### src/rtl/reglist_seq_pkg.sv
`timescale 1ns/1ps
package reglist_seq_pkg;

  typedef enum logic [1:0] {
    OP_PUSH = 2'd0,
    OP_POP  = 2'd1,
    OP_STM  = 2'd2,
    OP_LDM  = 2'd3
  } seqOp_e;

  localparam int IDX_W = 4;
  localparam logic [IDX_W-1:0] IDX_SP = 4'd13;
  localparam logic [IDX_W-1:0] IDX_LR = 4'd14;
  localparam logic [IDX_W-1:0] IDX_PC = 4'd15;

  // strobes from control to datapath
  typedef struct packed {
    logic capture;
    logic xfer;
    logic finish;
  } seqStrobe_t;

endpackage

### src/rtl/reglist_seq_ctrl.sv
`timescale 1ns/1ps
module reglist_seq_ctrl
  import reglist_seq_pkg::*;
(
  input  logic       clk,
  input  logic       rstN,
  input  logic       start,
  input  logic       startHasWork,
  input  logic       memReady,
  input  logic       lastPending,
  output seqStrobe_t strb,
  output logic       done
);

  typedef enum logic [1:0] {S_IDLE, S_XFER, S_FIN} seqState_e;

  seqState_e state, stateNxt;

  always_comb begin
    strb     = '0;
    stateNxt = state;
    case (state)
      S_IDLE: begin
        if (start) begin
          strb.capture = 1'b1;
          stateNxt     = startHasWork ? S_XFER : S_FIN;
        end
      end
      S_XFER: begin
        strb.xfer = 1'b1;
        if (memReady && lastPending) stateNxt = S_FIN;
      end
      S_FIN: begin
        strb.finish = 1'b1;
        stateNxt    = S_IDLE;
      end
      default: stateNxt = S_IDLE;
    endcase
  end

  always_ff @(posedge clk or negedge rstN) begin
    if (!rstN) state <= S_IDLE;
    else       state <= stateNxt;
  end

  assign done = strb.finish;

  AST_DONE_PULSE: assert property (@(posedge clk) disable iff (!rstN)
    done |=> !done);

  AST_EMPTY_FAST: assert property (@(posedge clk) disable iff (!rstN)
    (state == S_IDLE && start && !startHasWork) |=> (done && !strb.xfer));

endmodule

### src/rtl/reglist_seq_dpath.sv
`timescale 1ns/1ps
module reglist_seq_dpath
  import reglist_seq_pkg::*;
#(
  parameter int WORD_W = 32,
  parameter int LIST_W = 8,
  parameter int SEL_W  = 3
) (
  input  logic              clk,
  input  logic              rstN,
  input  seqStrobe_t        strb,
  input  logic [1:0]        opKind,
  input  logic [LIST_W-1:0] regList,
  input  logic              extraBit,
  input  logic [SEL_W-1:0]  baseSel,
  input  logic [WORD_W-1:0] baseValue,
  input  logic              memReady,
  input  logic [WORD_W-1:0] memRdata,
  input  logic [WORD_W-1:0] rfRdData,
  output logic              startHasWork,
  output logic              lastPending,
  output logic              memReq,
  output logic              memWe,
  output logic [WORD_W-1:0] memAddr,
  output logic [WORD_W-1:0] memWdata,
  output logic [IDX_W-1:0]  rfRdIdx,
  output logic              rfWe,
  output logic [IDX_W-1:0]  rfWrIdx,
  output logic [WORD_W-1:0] rfWrData,
  output logic              branchEn,
  output logic [WORD_W-1:0] branchTarget
);

  localparam int BYTE_SH = $clog2(WORD_W / 8);
  localparam int CNT_W   = $clog2(LIST_W + 2);
  localparam int LSEL_W  = $clog2(LIST_W);
  localparam logic [WORD_W-1:0] STEP = WORD_W'(WORD_W / 8);

  seqOp_e              opQ;
  logic [LIST_W-1:0]   maskQ;
  logic                extraQ;
  logic [IDX_W-1:0]    baseIdxQ;
  logic [WORD_W-1:0]   addrQ;
  logic [WORD_W-1:0]   finalQ;
  logic                wbQ;

  // start-time decode
  logic                inPush, inPushPop, extraIn;
  logic [CNT_W-1:0]    startCount;
  logic [WORD_W-1:0]   span;

  always_comb begin
    inPush    = (opKind == OP_PUSH);
    inPushPop = (opKind == OP_PUSH) || (opKind == OP_POP);
    extraIn   = extraBit && inPushPop;
    startCount = CNT_W'(extraIn);
    for (int i = 0; i < LIST_W; i++) begin
      startCount = startCount + CNT_W'(regList[i]);
    end
    span = WORD_W'(startCount) << BYTE_SH;
  end

  assign startHasWork = (startCount != '0);

  // register selection from the remaining mask
  logic [IDX_W-1:0]  lowIdx, highIdx, curIdx;
  logic [LIST_W-1:0] clrMask;
  logic              extraSel;

  always_comb begin
    lowIdx  = '0;
    highIdx = '0;
    for (int i = LIST_W - 1; i >= 0; i--) begin
      if (maskQ[i]) lowIdx = IDX_W'(i);
    end
    for (int i = 0; i < LIST_W; i++) begin
      if (maskQ[i]) highIdx = IDX_W'(i);
    end
    if (opQ == OP_PUSH) begin
      curIdx = extraQ ? IDX_LR : highIdx;
    end else begin
      curIdx = (maskQ == '0 && extraQ) ? IDX_PC : lowIdx;
    end
    extraSel = (curIdx == IDX_LR) || (curIdx == IDX_PC);
    clrMask  = '0;
    if (!extraSel) clrMask[curIdx[LSEL_W-1:0]] = 1'b1;
  end

  assign lastPending = ($countones({maskQ, extraQ}) == 1);

  logic adv, isLoad;
  assign adv    = strb.xfer && memReady;
  assign isLoad = (opQ == OP_POP) || (opQ == OP_LDM);

  always_ff @(posedge clk or negedge rstN) begin
    if (!rstN) begin
      opQ      <= OP_PUSH;
      maskQ    <= '0;
      extraQ   <= 1'b0;
      baseIdxQ <= '0;
      addrQ    <= '0;
      finalQ   <= '0;
      wbQ      <= 1'b0;
    end else if (strb.capture) begin
      opQ      <= seqOp_e'(opKind);
      maskQ    <= regList;
      extraQ   <= extraIn;
      baseIdxQ <= inPushPop ? IDX_SP : IDX_W'(baseSel);
      addrQ    <= inPush ? baseValue - STEP : baseValue;
      finalQ   <= inPush ? baseValue - span : baseValue + span;
      wbQ      <= startHasWork && !((opKind == OP_LDM) && regList[baseSel]);
    end else if (adv) begin
      if (extraSel) extraQ <= 1'b0;
      maskQ <= maskQ & ~clrMask;
      addrQ <= (opQ == OP_PUSH) ? addrQ - STEP : addrQ + STEP;
    end
  end

  assign memReq       = strb.xfer;
  assign memWe        = strb.xfer && !isLoad;
  assign memAddr      = addrQ;
  assign memWdata     = rfRdData;
  assign rfRdIdx      = curIdx;
  assign rfWe         = (adv && isLoad && curIdx != IDX_PC) || (strb.finish && wbQ);
  assign rfWrIdx      = strb.finish ? baseIdxQ : curIdx;
  assign rfWrData     = strb.finish ? finalQ : memRdata;
  assign branchEn     = adv && isLoad && (curIdx == IDX_PC);
  assign branchTarget = memRdata;

  AST_HOLD_STALL: assert property (@(posedge clk) disable iff (!rstN)
    (memReq && !memReady) |=> (memReq && $stable(memAddr) && $stable(rfRdIdx)));

  AST_PUSH_DESCEND: assert property (@(posedge clk) disable iff (!rstN)
    (memReq && memReady && opQ == OP_PUSH) |=>
      (!memReq || (rfRdIdx < $past(rfRdIdx) && memAddr == $past(memAddr) - STEP)));

  AST_WALK_ASCEND: assert property (@(posedge clk) disable iff (!rstN)
    (memReq && memReady && opQ != OP_PUSH) |=>
      (!memReq || (rfRdIdx > $past(rfRdIdx) && memAddr == $past(memAddr) + STEP)));

  AST_PC_LAST: assert property (@(posedge clk) disable iff (!rstN)
    branchEn |=> !memReq);

endmodule

### src/rtl/reglist_seq.sv
`timescale 1ns/1ps
module reglist_seq
  import reglist_seq_pkg::*;
#(
  parameter int WORD_W = 32,
  parameter int LIST_W = 8,
  parameter int SEL_W  = 3
) (
  input  logic              clk,
  input  logic              rstN,
  input  logic              start,
  input  logic [1:0]        opKind,
  input  logic [LIST_W-1:0] regList,
  input  logic              extraBit,
  input  logic [SEL_W-1:0]  baseSel,
  input  logic [WORD_W-1:0] baseValue,
  output logic              done,
  output logic              memReq,
  output logic              memWe,
  output logic [WORD_W-1:0] memAddr,
  output logic [WORD_W-1:0] memWdata,
  input  logic [WORD_W-1:0] memRdata,
  input  logic              memReady,
  output logic [3:0]        rfRdIdx,
  input  logic [WORD_W-1:0] rfRdData,
  output logic              rfWe,
  output logic [3:0]        rfWrIdx,
  output logic [WORD_W-1:0] rfWrData,
  output logic              branchEn,
  output logic [WORD_W-1:0] branchTarget
);

  seqStrobe_t strb;
  logic       startHasWork;
  logic       lastPending;

  reglist_seq_ctrl i_ctrl (
    .clk          (clk),
    .rstN         (rstN),
    .start        (start),
    .startHasWork (startHasWork),
    .memReady     (memReady),
    .lastPending  (lastPending),
    .strb         (strb),
    .done         (done)
  );

  reglist_seq_dpath #(
    .WORD_W (WORD_W),
    .LIST_W (LIST_W),
    .SEL_W  (SEL_W)
  ) i_dpath (
    .clk          (clk),
    .rstN         (rstN),
    .strb         (strb),
    .opKind       (opKind),
    .regList      (regList),
    .extraBit     (extraBit),
    .baseSel      (baseSel),
    .baseValue    (baseValue),
    .memReady     (memReady),
    .memRdata     (memRdata),
    .rfRdData     (rfRdData),
    .startHasWork (startHasWork),
    .lastPending  (lastPending),
    .memReq       (memReq),
    .memWe        (memWe),
    .memAddr      (memAddr),
    .memWdata     (memWdata),
    .rfRdIdx      (rfRdIdx),
    .rfWe         (rfWe),
    .rfWrIdx      (rfWrIdx),
    .rfWrData     (rfWrData),
    .branchEn     (branchEn),
    .branchTarget (branchTarget)
  );

endmodule

### config.mk
export PLATFORM = sky130hd
export DESIGN_NAME = reglist_seq
export DESIGN_NICKNAME = d
export VERILOG_FILES = /design/src/rtl/reglist_seq_pkg.sv /design/src/rtl/reglist_seq_ctrl.sv /design/src/rtl/reglist_seq_dpath.sv /design/src/rtl/reglist_seq.sv
export SDC_FILE = /design/constraint.sdc
export NUM_CORES = 1
export LEC_CHECK = 0
export BUFFER_PORTS_ARGS = -buffer_cell sky130_fd_sc_hd__clkbuf_2
export CAP_MARGIN = 25
export CORE_MARGIN = 2
export CORE_UTILIZATION = 25
export CTS_CLUSTER_SIZE = 30
export DETAILED_ROUTE_END_ITERATION = 8
export PLACE_DENSITY = 0.43
export SYNTH_ARGS = -nofsm -noshare
export SYNTH_HDL_FRONTEND = slang
export SYNTH_SLANG_ARGS = --single-unit
### constraint.sdc
create_clock -name clk -period 6.75 [get_ports clk]
set_clock_uncertainty 0.15 [all_clocks]
set_input_delay 0.3375 -clock clk [delete_from_list [all_inputs] [get_ports clk]]
set_output_delay 0.3375 -clock clk [all_outputs]
set_load 0.05 [all_outputs]
==> results.toml <==
[synth]
ys_seq_area_share_pct = 24.2
synthFlopType = "dfrtp_1"
synth_top_area_share_pct = 24.2
ys_warn_count = 0
synth_area_leaders = "dfrtp_1 (24%), ha_1 (11%), buf_4 (5.7%)"
synth-edff-count = 0
synth_cell_types = 66
yosysTopAreaCell = "dfrtp_1"
async_flop_share_pct = 100
syn_area_mm2 = 0.00848
syn_nets = 1241
synth_cells = 1043
ys_ff_latch = 82
avgSynthCellArea_um2 = 8.13

[cts]
clk_pin_slew_ns = 0.06
cts_max_path_buffers = 2
cts_tree = "done"
post-cts-setup-buffer-count = 0
clkLatencyLatePin_ns = 0.36
ctsResizeCount = 0
hold_buffers = 1
clock-root-buffer = "clkbuf_16"
cts_buffers = 9
clock-sinks = 82
cts_max_level = 3

[critical_path]
worstPathRequired_ns = 6.81
r2r_end = "i_dpath.memAddr[28]$_DFFE_PN0P_"
reg2reg_setup_slack_ns = 2.47
path_class = "in -> reg"
start_kind = "input pin"
reg2regPathDepth = 12
critical_path_arrival_ns = 6.07
cp-end-kind = "flip-flop"
worstPathMaxFanout = 9
r2r_start = "i_dpath.opQ[0]$_DFFE_PN0P_"

[sta]
setup_viol = 0
hold_violations = 0
maxSlewHeadroom_pct = 44.0
period_needed_ns = 6.02
fmax_mhz = 166
fin_crit_sh_pct = 89.1
slew_viol_final = 0
rsz0062_at_grt = "false"
tightest_slew_ns = 0.840
timing.setup.tns_ns = 0
fin_ws_ns = 0.734

[grt]
grt_pass1_vias = 7722
grt_usage_pct = 15.5
antenna_found_initial = 0
grt_start_max_net_pins = 88
grt_pass1_wl_mm = 43.2
grt_overflow = 0

[placed_design]
place_congestion = 0.836
place_ws_ns = 0.394
dp_hpwl_mm = 21.7
portBuffers = 190

[routing]
drt_iter0_drc = 383
ant_nets = 0
wl_mm = 27.3
drc = 0
via_per_inst = 4.87
wl_per_cell_um = 17.0
vias = 7814
dr.pass1.iters = 5

[outcome]
status = "complete, no violations"

[floorplanning]
fp-row-count = 67
core_area_mm2 = 0.0334
die_area_mm2 = 0.0354
fp.dieH_um = 188
initial_core_util_pct = 25.3
ioPinCount = 255
die_x_um = 188

[worst_hold_path]
whs_endpoint = "i_dpath.finalQ[0]$_DFFE_PN0P_"
hp-start = "baseValue[0]"
min_path_type = "in -> reg"
hold_path_depth = 3

[finish]
nNetsFinal = 1349
diodes = 0
areaGrowthSynthToFinish_pct = 14.9
drive_gt1_share_pct = 23.4

[pwr]
power_density_mw_per_mm2 = 593
total_leakage_power_uw = 0.00450
ir_drop_v = 0.000308

[run]
max-cap-violations = 0
cells by family (layout without fill, tap and decap cells):
logic type	Yosys count	count (layout)	share of synthesized area, %
XOR/XNOR	77	77	7.95
AO/OA/AOI/OAI	297	297	21.5
buffers and inverters	156	269	10.4
AND/OR/NAND/NOR	307	307	17.0
adder cells (fa/ha/maj)	84	84	13.5
multiplexers	40	40	5.53
flip-flops	82	82	24.2
power by group:
part	switching [uW]	total [uW]	internal, uW
logic	2780	4290	1510
registers	237	980	743
clock network	220	506	286
total	3240	5780	2540
layout make-up:
class / instances / area, um2
tap: 448 / 561
clock inverter: 5 / 55.1
multi-input combinational: 805 / 5570
inverter: 51 / 191
sequential: 82 / 2050
clock buffer: 11 / 233
fill: 3658 / 23700
timing repair buffer: 202 / 1080
flip-flops by register name (all words and copies together) (netlist names):
register / cells
i_dpath.extraQ: 1
i_dpath.memAddr: 32
i_dpath.finalQ: 32
i_dpath.maskQ: 8
i_dpath.wbQ: 1
i_dpath.baseIdxQ: 4
i_dpath.opQ: 2
i_ctrl.state: 2
cells in the mapped netlist, types with 4 or more instances:
cell / number
a21oi_1: 80
a211oi_1: 12
mux2_2: 35
buf_4: 64
xnor2_1: 37
or4_1: 4
and3_1: 8
o21a_1: 11
dfrtp_1: 82
nor3_1: 22
fa_1: 12
nand4_1: 6
o21ai_0: 82
o31ai_1: 4
o21bai_1: 7
nand2_1: 121
or3_1: 9
xor2_1: 40
nand2b_1: 9
nor2_1: 70
ha_1: 72
nor2b_1: 12
a21o_1: 24
o22ai_1: 13
inv_1: 50
a311oi_1: 5
nand3_1: 16
or2_2: 6
nor4_1: 8
a22oi_1: 7
o211ai_1: 13
clkbuf_1: 33
a31oi_1: 12
stage by stage:
| stage | hold slack, ns | std cells | cell area, um2 | power, uW | utilization (%) |
|---|---|---|---|---|---|
| after CTS | 0.0425 | 1603 | 9710 | 5830 | 29.0 |
| after floorplan | -0.108 | 1043 | 8480 | 4260 | - |
| final | 0.0539 | 1604 | 9740 | 5780 | 29.1 |
| after global routing | 0.0577 | 1604 | 9740 | 6360 | 29.1 |
| after detailed placement | 0.0584 | 1586 | 9420 | 5280 | 28.1 |
| after global placement | 0.0580 | 1585 | 9400 | 5290 | 28.1 |
worst max-delay path by stage:
stage	slack (ns)	cells after the start	endpoint	from
finish	0.73	25	i_dpath.finalQ[30]$_DFFE_PN0P_	opKind[1]
global route	0.31	24	i_dpath.finalQ[31]$_DFFE_PN0P_	opKind[1]
CTS	0.76	24	i_dpath.finalQ[30]$_DFFE_PN0P_	opKind[1]
detailed placement	0.39	24	i_dpath.finalQ[30]$_DFFE_PN0P_	opKind[1]
global placement	0.42	25	i_dpath.finalQ[30]$_DFFE_PN0P_	opKind[1]
floorplan	0.78	24	i_dpath.finalQ[31]$_DFFE_PN0P_	opKind[1]
worst max-delay path, stage by stage:
cell	delay, ns
clkbuf_2	0.16
nor2b_1	0.19
ha_1	0.25
inv_1	0.07
fa_1	0.42
fa_1	0.51
fa_1	0.42
inv_1	0.08
ha_1	0.17
inv_1	0.06
fa_1	0.37
xnor2_1	0.31
and3_1	0.25
ha_1	0.24
a21oi_1	0.15
ha_1	0.24
o211ai_1	0.12
a21o_1	0.19
a31o_2	0.23
o21ai_0	0.32
a21boi_1	0.20
o311a_1	0.42
a21oi_1	0.18
xnor2_1	0.13
o21ai_1	0.07
cell usage in the layout (no fill, tap or decap), drive strengths merged, types with 35 or more instances in the layout:
master    n
clkbuf  200
nand2   123
o21ai    85
dfrtp    82
a21oi    80
ha       72
nor2     71
inv      50
xor2     40
xnor2    37
mux2     35
per-layer routing:
metal	share of wire (%)	GRT usage, %	vias to the layer above	wire length, um
met2	47	25.7	191	12900
met5	0	0	-	0
met1	47	21.1	3721	12800
li1	-	-	3880	-
met4	1.3	3.48	0	352
met3	4.6	2.56	22	1260
No activity file was read; power rests on OpenSTA's default activity.
